$ cat src/rtl/burst_seq_pkg.sv
package burst_seq_pkg;
  typedef enum logic [1:0] {
    ACT_HOLD  = 2'd0,
    ACT_LOAD  = 2'd1,
    ACT_DESEL = 2'd2,
    ACT_STEP  = 2'd3
  } act_e;
endpackage

$ cat src/rtl/burst_seq_rst.sv
module burst_seq_rst #(
  parameter int STAGES = 2
) (
  input  logic clk,
  input  logic rst_n,
  output logic srst_n
);
  logic [STAGES-1:0] sync_q;

  always_ff @(posedge clk or negedge rst_n) begin
    if (!rst_n) sync_q <= '0;
    else        sync_q <= {sync_q[STAGES-2:0], 1'b1};
  end

  assign srst_n = sync_q[STAGES-1];
endmodule

$ cat src/rtl/burst_seq_ctrl.sv
module burst_seq_ctrl
  import burst_seq_pkg::*;
(
  input  logic ads_proc_n,
  input  logic ads_ctrl_n,
  input  logic adv_n,
  input  logic sel0_n,
  input  logic sel1_n,
  input  logic sel2,
  input  logic active,
  output act_e act
);
  logic proc_take;
  logic strobe;
  logic sel_all;

  always_comb begin
    // processor strobe only counts while the primary select is low
    proc_take = !ads_proc_n && !sel0_n;
    strobe    = proc_take || !ads_ctrl_n;
    sel_all   = !sel0_n && !sel1_n && sel2;
    if (strobe)                act = sel_all ? ACT_LOAD : ACT_DESEL;
    else if (!adv_n && active) act = ACT_STEP;
    else                       act = ACT_HOLD;
  end
endmodule

$ cat src/rtl/burst_seq_cnt.sv
module burst_seq_cnt
  import burst_seq_pkg::*;
#(
  parameter int ADDR_W = 18,
  parameter int CNT_W  = 2
) (
  input  logic              clk,
  input  logic              srst_n,
  input  act_e              act,
  input  logic [ADDR_W-1:0] addr_i,
  output logic [ADDR_W-1:0] base_q,
  output logic [CNT_W-1:0]  cnt_q,
  output logic              active_q
);
  logic [ADDR_W-1:0] base_d;
  logic [CNT_W-1:0]  cnt_d;
  logic              active_d;
  logic              en;

  always_comb begin
    base_d   = base_q;
    cnt_d    = cnt_q;
    active_d = active_q;
    unique case (act)
      ACT_LOAD: begin
        base_d   = addr_i;
        cnt_d    = '0;
        active_d = 1'b1;
      end
      ACT_DESEL: active_d = 1'b0;
      ACT_STEP:  cnt_d    = cnt_q + CNT_W'(1);
      default: ;
    endcase
    en = (act != ACT_HOLD);
  end

  always_ff @(posedge clk or negedge srst_n) begin
    if (!srst_n) begin
      base_q   <= '0;
      cnt_q    <= '0;
      active_q <= 1'b0;
    end else if (en) begin
      base_q   <= base_d;
      cnt_q    <= cnt_d;
      active_q <= active_d;
    end
  end
endmodule

$ cat src/rtl/burst_seq_map.sv
module burst_seq_map #(
  parameter int ADDR_W = 18,
  parameter int CNT_W  = 2
) (
  input  logic [ADDR_W-1:0] base,
  input  logic [CNT_W-1:0]  cnt,
  input  logic              mode_lin,
  output logic [ADDR_W-1:0] addr
);
  logic [CNT_W-1:0] lin_lo;
  logic [CNT_W-1:0] ilv_lo;

  assign lin_lo = base[CNT_W-1:0] + cnt;

  for (genvar b = 0; b < CNT_W; b++) begin : g_ilv
    assign ilv_lo[b] = base[b] ^ cnt[b];
  end

  assign addr = {base[ADDR_W-1:CNT_W], (mode_lin ? lin_lo : ilv_lo)};
endmodule

$ cat src/rtl/burst_seq.sv
module burst_seq
  import burst_seq_pkg::*;
#(
  parameter int ADDR_W   = 18,
  parameter int CNT_W    = 2,
  parameter int RST_SYNC = 2
) (
  input  logic              clk,
  input  logic              rst_n,
  input  logic [ADDR_W-1:0] addr_i,
  input  logic              ads_proc_n,
  input  logic              ads_ctrl_n,
  input  logic              adv_n,
  input  logic              sel0_n,
  input  logic              sel1_n,
  input  logic              sel2,
  input  logic              mode_lin,
  output logic [ADDR_W-1:0] addr_o,
  output logic [CNT_W-1:0]  beat_o,
  output logic              active_o
);
  logic              srst_n;
  act_e              act;
  logic [ADDR_W-1:0] base_q;

  burst_seq_rst #(.STAGES(RST_SYNC)) u_rst (
    .clk(clk), .rst_n(rst_n), .srst_n(srst_n)
  );

  burst_seq_ctrl u_ctrl (
    .ads_proc_n(ads_proc_n), .ads_ctrl_n(ads_ctrl_n), .adv_n(adv_n),
    .sel0_n(sel0_n), .sel1_n(sel1_n), .sel2(sel2),
    .active(active_o), .act(act)
  );

  burst_seq_cnt #(.ADDR_W(ADDR_W), .CNT_W(CNT_W)) u_cnt (
    .clk(clk), .srst_n(srst_n), .act(act), .addr_i(addr_i),
    .base_q(base_q), .cnt_q(beat_o), .active_q(active_o)
  );

  burst_seq_map #(.ADDR_W(ADDR_W), .CNT_W(CNT_W)) u_map (
    .base(base_q), .cnt(beat_o), .mode_lin(mode_lin), .addr(addr_o)
  );
endmodule

$ cat config.mk
export PLATFORM = sky130hd
export DESIGN_NAME = burst_seq
export DESIGN_NICKNAME = d
export VERILOG_FILES = /design/src/rtl/burst_seq_pkg.sv /design/src/rtl/burst_seq_rst.sv /design/src/rtl/burst_seq_ctrl.sv /design/src/rtl/burst_seq_cnt.sv /design/src/rtl/burst_seq_map.sv /design/src/rtl/burst_seq.sv
export SDC_FILE = /design/constraint.sdc
export NUM_CORES = 1
export LEC_CHECK = 0
export BUFFER_PORTS_ARGS = -buffer_cell sky130_fd_sc_hd__buf_2
export CORE_MARGIN = 3
export CORE_UTILIZATION = 50
export CTS_CLUSTER_DIAMETER = 80
export DETAILED_ROUTE_END_ITERATION = 8
export PLACE_DENSITY = 0.92
export SYNTH_ARGS = -nofsm -noshare
export SYNTH_HDL_FRONTEND = slang
export SYNTH_SLANG_ARGS = --single-unit
$ cat constraint.sdc
create_clock -name clk -period 1.81 [get_ports clk]
set_input_delay 0.0905 -clock clk [delete_from_list [all_inputs] [get_ports clk]]
set_output_delay 0.0905 -clock clk [all_outputs]
set_load 0.01 [all_outputs]
* Yosys cells after proc, flatten, opt, wreduce, memory -nomap -nowiden
Index checks and enable logic that the tools add are counted.
** Storage, ports and cells
- Register bits after elaboration :: 23
- Latch bits :: 0
- Bits in writable memories :: 0
- Bits in read-only memories :: 0
- Word-level logic and storage cells :: 33
- Memories :: 0
** Cells by class
- $add $sub $neg :: 2
- Multiply operators :: 0
- Div/mod/pow operators :: 0
- $lt $le $gt $ge :: 0
- Equal/unequal tests :: 3
- Shift-type cells :: 0
- Muxes and demuxes :: 6
- Bitwise operators :: 2
- Reduce and logical (&&, ||, !) cells :: 16
** Operator list (number)
- 2-bit two-way mux :: 4
- 2-bit AND reduction :: 3
- 2-bit nonzero test :: 3
- 1-bit logical NOT :: 5
- 2-bit equality test (second input constant) :: 2
- 1-bit logical AND :: 4
- 2-bit one-hot mux with 2 select lines :: 1
- 2-bit by 1-bit adder with 2-bit output (second input constant) :: 1
- 2-bit adder :: 1
- 2-bit by 1-bit equality test with 1-bit output (second input constant) :: 1
- 1-bit one-hot mux with 2 select lines :: 1
- 1-bit XOR :: 2
- 1-bit logical OR :: 1

* Depth between registers and ports, before layout
- Depth after elaboration :: 8
- Depth in mapped cells :: 7
- Depth with buffers taken out :: 5

* Hierarchy
Synthesis repeated with hierarchy kept, for this count alone.
** Unflattened totals
- Cell total of the unflattened synthesis :: 86
- Area, all modules :: 1194.9 µm²
** Modules (own cells, without submodules)
- burst_seq_cnt :: instances 1, cells each 56, area an instance 930.9 µm²
- burst_seq_map :: instances 1, cells each 20, area an instance 153.9 µm²
- burst_seq_ctrl :: instances 1, cells each 7, area an instance 56.3 µm²
- burst_seq_rst :: instances 1, cells each 3, area an instance 53.8 µm²

* Worst setup path before layout
Ideal clock, no wire load.
- Path kind :: register -> register
- From :: reg u_cnt.active_q
- To :: reg u_cnt.base_q[10]
- Library setup time :: 125 ps
- Arrival :: 1589 ps
- Path slack :: 97 ps
- Cell stages (with the launch flop) :: 8
- Buffers on the path :: 2
- Period minus slack after synthesis :: 1713 ps
- Cell sequence :: dfrtp_1 -> and2b_4 -> a32oi_4 -> inv_1 -> ha_1 -> buf_2 -> buf_6 -> mux2_2
** Between the ends
- Longest elaborated chain between the ends :: 5
** Ends and longest elaborated chain
- start, declared :: line burst_seq_cnt.sv:13 : output logic active_q
- start signal, assigned :: line burst_seq_cnt.sv:45 : active_q <= active_d;
- 1-bit logical AND * :: line burst_seq_ctrl.sv:23 : else if (!adv_n && active) act = ACT_STEP;
- 2-bit two-way mux * :: line burst_seq_ctrl.sv:23
- 2-bit two-way mux * :: line burst_seq_ctrl.sv:22 : if (strobe) act = sel_all ? ACT_LOAD : ACT_DESEL;
- 2-bit by 1-bit equality test with 1-bit output or 2-bit nonzero test (tied branches) :: line burst_seq_cnt.sv:24, burst_seq_cnt.sv:34
- 2-bit AND reduction (no source line) *
- end signal, assigned :: line burst_seq_cnt.sv:43 : base_q <= base_d;
- end, declared :: line burst_seq_cnt.sv:11 : output logic [ADDR_W-1:0] base_q,
Every way passes the cells marked *; elsewhere a longest branch is shown, timed or not.
A chain may end at the register's enable or synchronous reset.

* Final worst setup path
- From :: reg u_cnt.active_q
- To :: reg u_cnt.base_q[11]
The elaborated chain is that of the path after synthesis.

==> impl_results.md <==
- Placer Congestion: 0.691
- Worst IR Drop VDD: around 0.0009 V
- Fin nets: between 150 and 200
- Total Routing Usage GR: 0.144
- Share of post-route cells with drive strength above 1: 0.585
- Boundary Pins: 48
- Synth warn: 0
- Congestion Overflow GR: 0
- IO Port Bufs: between 40 and 50
- Worst EP required: about 2000 ps
- Rel. slew slack: 0.463
- Drt drc: 0
- Final hold violations: 0
- DP HPWL: 1.58 mm
- FF/Latch Area: between 500 and 600 sq um
- Switching Share: 0.342
- Detail Route Antenna Nets: 0
- Worst Slack Setup Final: ~160 ps
- WP data arrival: 1850 ps
- Startpoint Class: flip-flop
- Reg power frac: 0.460
- Area growth, synth to finish: 26.2%
- Achievable clock frequency: 606 MHz
- Internal: 1270 uW
- Ranking of synthesized cells by area: dfrtp_1, mux2_2, buf_4, ha_1, a32oi_4
- Setup TNS: 0 ps
- Latest clock arrival within the worst-skew pair: around 300 ps
- Reg2reg start: u_cnt.active_q$_DFFE_PN0P_
- Top FF cell, synth: dfrtp_1
- Critical path peak fanout: 18
- Flops & latches, synth: 23
- Worst-Margin Slew: 806 ps
- Final setup violation count: 0
- Drt first pass iters: 4
- Die area: 2850 sq um
- Die Wd: 53.4 um
- Combinational Power Share: 0.424
- Synth unique cells: 24
- Post-route minimum period: ~1700 ps
- Die height: around 53 um
- Synth Net Count: 114
- Root buf cell: clkbuf_4
- Leak: between 0.0007 and 0.0008 uW
- Status: complete, no violations
- Initial core utilization: 0.550
- Critical path class: flip-flop to flip-flop
- Period Utilization, post-route: 0.912
- CTS Buf Count: 3
- Post-synthesis sequential area ratio: 0.512
- TritonCTS Sinks: 23
- Syn Area/Cell: roughly 13 sq um
- RSZ-0062 raised after global routing: no
- Switch Pwr: 664 uW
- CTS tree: yes
- Post-synth EDFFs: 0
- Hold Path Class: input port to flip-flop
- Top cells by count, synth: dfrtp_1, mux2_2, buf_4, ha_1, o21a_1
- CTS resizes: 0
- R2r endpoint: u_cnt.base_q[11]$_DFFE_PN0P_
- Max-Cap Viols: 0
- Worst Skew: 3.73 ps
- 1st-iter DRT viols: 4
- Final cell count without fillers: 157
- Most frequent cell after synthesis: dfrtp_1
- Clock Pin Slew Worst Setup and Hold Paths: between 100 and 150 ps
- Pre-CTS WS: 166 ps
- # rows: 16
- Via count: 757
- Cell Area, Synth: 1120 sq um
- FF-to-FF path depth: 6
- Number of global-route vias before repair: 719
- CTS H-Tree Depth: 1
- Largest net degree at the start of global routing: 22
- Reg-to-reg setup timing slack: about 160 ps
- Core area: just over 2000 sq um
- First-pass GRT wire length: just under 3 mm
- Clk buf depth: 2
- Power per cell area: 1370 nW/um^2
- Clock Power Share: 0.116
- Critical Path End Type: flip-flop
- Initial antenna violation count: 0
- Final core occ: 0.694
- Max Transition Viols Final: 0
- Number of cells after detailed placement: 140
- N_diodes: 0
- Top-area cell type share of the netlist area: 0.512
- Syn Inst Count: 84
- Area occupied by multi-input gates: 400 sq um
- Cell taking the most area after synthesis: dfrtp_1
- Routed vias/inst: 4.82
- CP startpoint: u_cnt.active_q$_DFFE_PN0P_
- Final WL: 2.16 mm
- Critical Path End: u_cnt.base_q[11]$_DFFE_PN0P_
- Ys async rst share: 1.00
- # fillers: ~150
- Routed WL per cell: 13.7 um
==> critical path, cell delays in order, from the launching register on <==
cell and delay (ps):
dfrtp_1 410, and2b_4 190, a32oi_4 200, inv_1 70, ha_1 190, buf_4 210, mux2_2 290
==> metal layers <==
| metal | up-vias | part of all wire | track usage |
|---|---|---|---|
| met5 | - | 0 | 0 |
| li1 | 366 | - | - |
| met2 | 23 | 0.57 | 0.267 |
| met3 | 0 | 0.047 | 0.0282 |
| met4 | 0 | 0 | 0.0511 |
| met1 | 368 | 0.38 | 0.158 |
==> how the worst min path moves through the flow <==
stage / slack [ps] / startpoint / to / cells past startpoint
after floorplan: -210 / rst_n / u_rst.sync_q[0]$_DFF_PN0_ / 0
after global placement: -120 / rst_n / u_rst.sync_q[0]$_DFF_PN0_ / 1
after detailed placement: -120 / rst_n / u_rst.sync_q[0]$_DFF_PN0_ / 1
after CTS: 2 / addr_i[7] / u_cnt.base_q[7]$_DFFE_PN0P_ / 2
after global routing: 4 / addr_i[1] / u_cnt.base_q[1]$_DFFE_PN0P_ / 2
final: 20 / addr_i[13] / u_cnt.base_q[13]$_DFFE_PN0P_ / 2
==> power groups by stage <==
stage / Clock, uW / Combinational, uW / Sequential [uW]
2_1_floorplan: 0 / 725 / 885
3_3_place_gp: 0 / 784 / 888
3_5_place_dp: 0 / 805 / 903
4_1_cts: 236 / 810 / 890
5_1_grt: 266 / 896 / 925
6_report: 225 / 821 / 892
==> logic make-up (layout without fill, tap and decap cells) <==
family          count (synthesis)  in the layout  synth area share
compound gates                  9              9            0.0857
xor+xnor                        2              2            0.0156
fa+ha+maj                       3              3            0.0334
buf+inv                        21             67             0.131
flops                          23             23             0.512
mux                            19             19             0.189
other cells                     1              1           0.00334
simple gates                    6              6            0.0290
==> layout make-up <==
| type | instances | area share |
|---|---|---|
| timing repair buffer | 61 | 0.263 |
| inverter | 2 | 0.00530 |
| clock inverter | 1 | 0.00353 |
| tap | 27 | 0.0238 |
| clock buffer | 3 | 0.0159 |
| multi-input combinational | 40 | 0.282 |
| sequential | 23 | 0.406 |
==> timing repair <==
action	in CTS	in global routing
hold endpoints to repair	3	11
hold buffers	2	11
buffers inserted	0	0
==> flip-flops by register name, summed over array words and instances, names as in the netlist <==
name	flops
u_rst.sync_q	2
u_cnt.base_q	18
u_cnt.cnt_q	2
u_cnt.active_q	1
==> cells in the final DEF, fill, tap and decap left out, types with 2 or more instances in the layout <==
cell / synthesis / routed
dfrtp_1: 23 / 23
inv_1: 2 / 2
nand2_1: 2 / 2
o21a_1: 3 / 3
buf_2: 1 / 47
ha_1: 3 / 3
dlygate4sd3_1: 0 / 13
mux2_2: 18 / 18
clkbuf_4: 0 / 3
==> metrics by stage <==
| stage | instance area (sq um) | power, uW | hold WS [ps] |
|---|---|---|---|
| after floorplan | 1120 | 1610 | -205 |
| final | 1420 | 1940 | 22.2 |
| after detailed placement | 1260 | 1710 | -123 |
| after CTS | 1310 | 1940 | 2.43 |
| after global routing | 1420 | 2090 | 3.94 |
| after global placement | 1260 | 1670 | -125 |
Note: power is estimated with default switching activity, not from simulation.
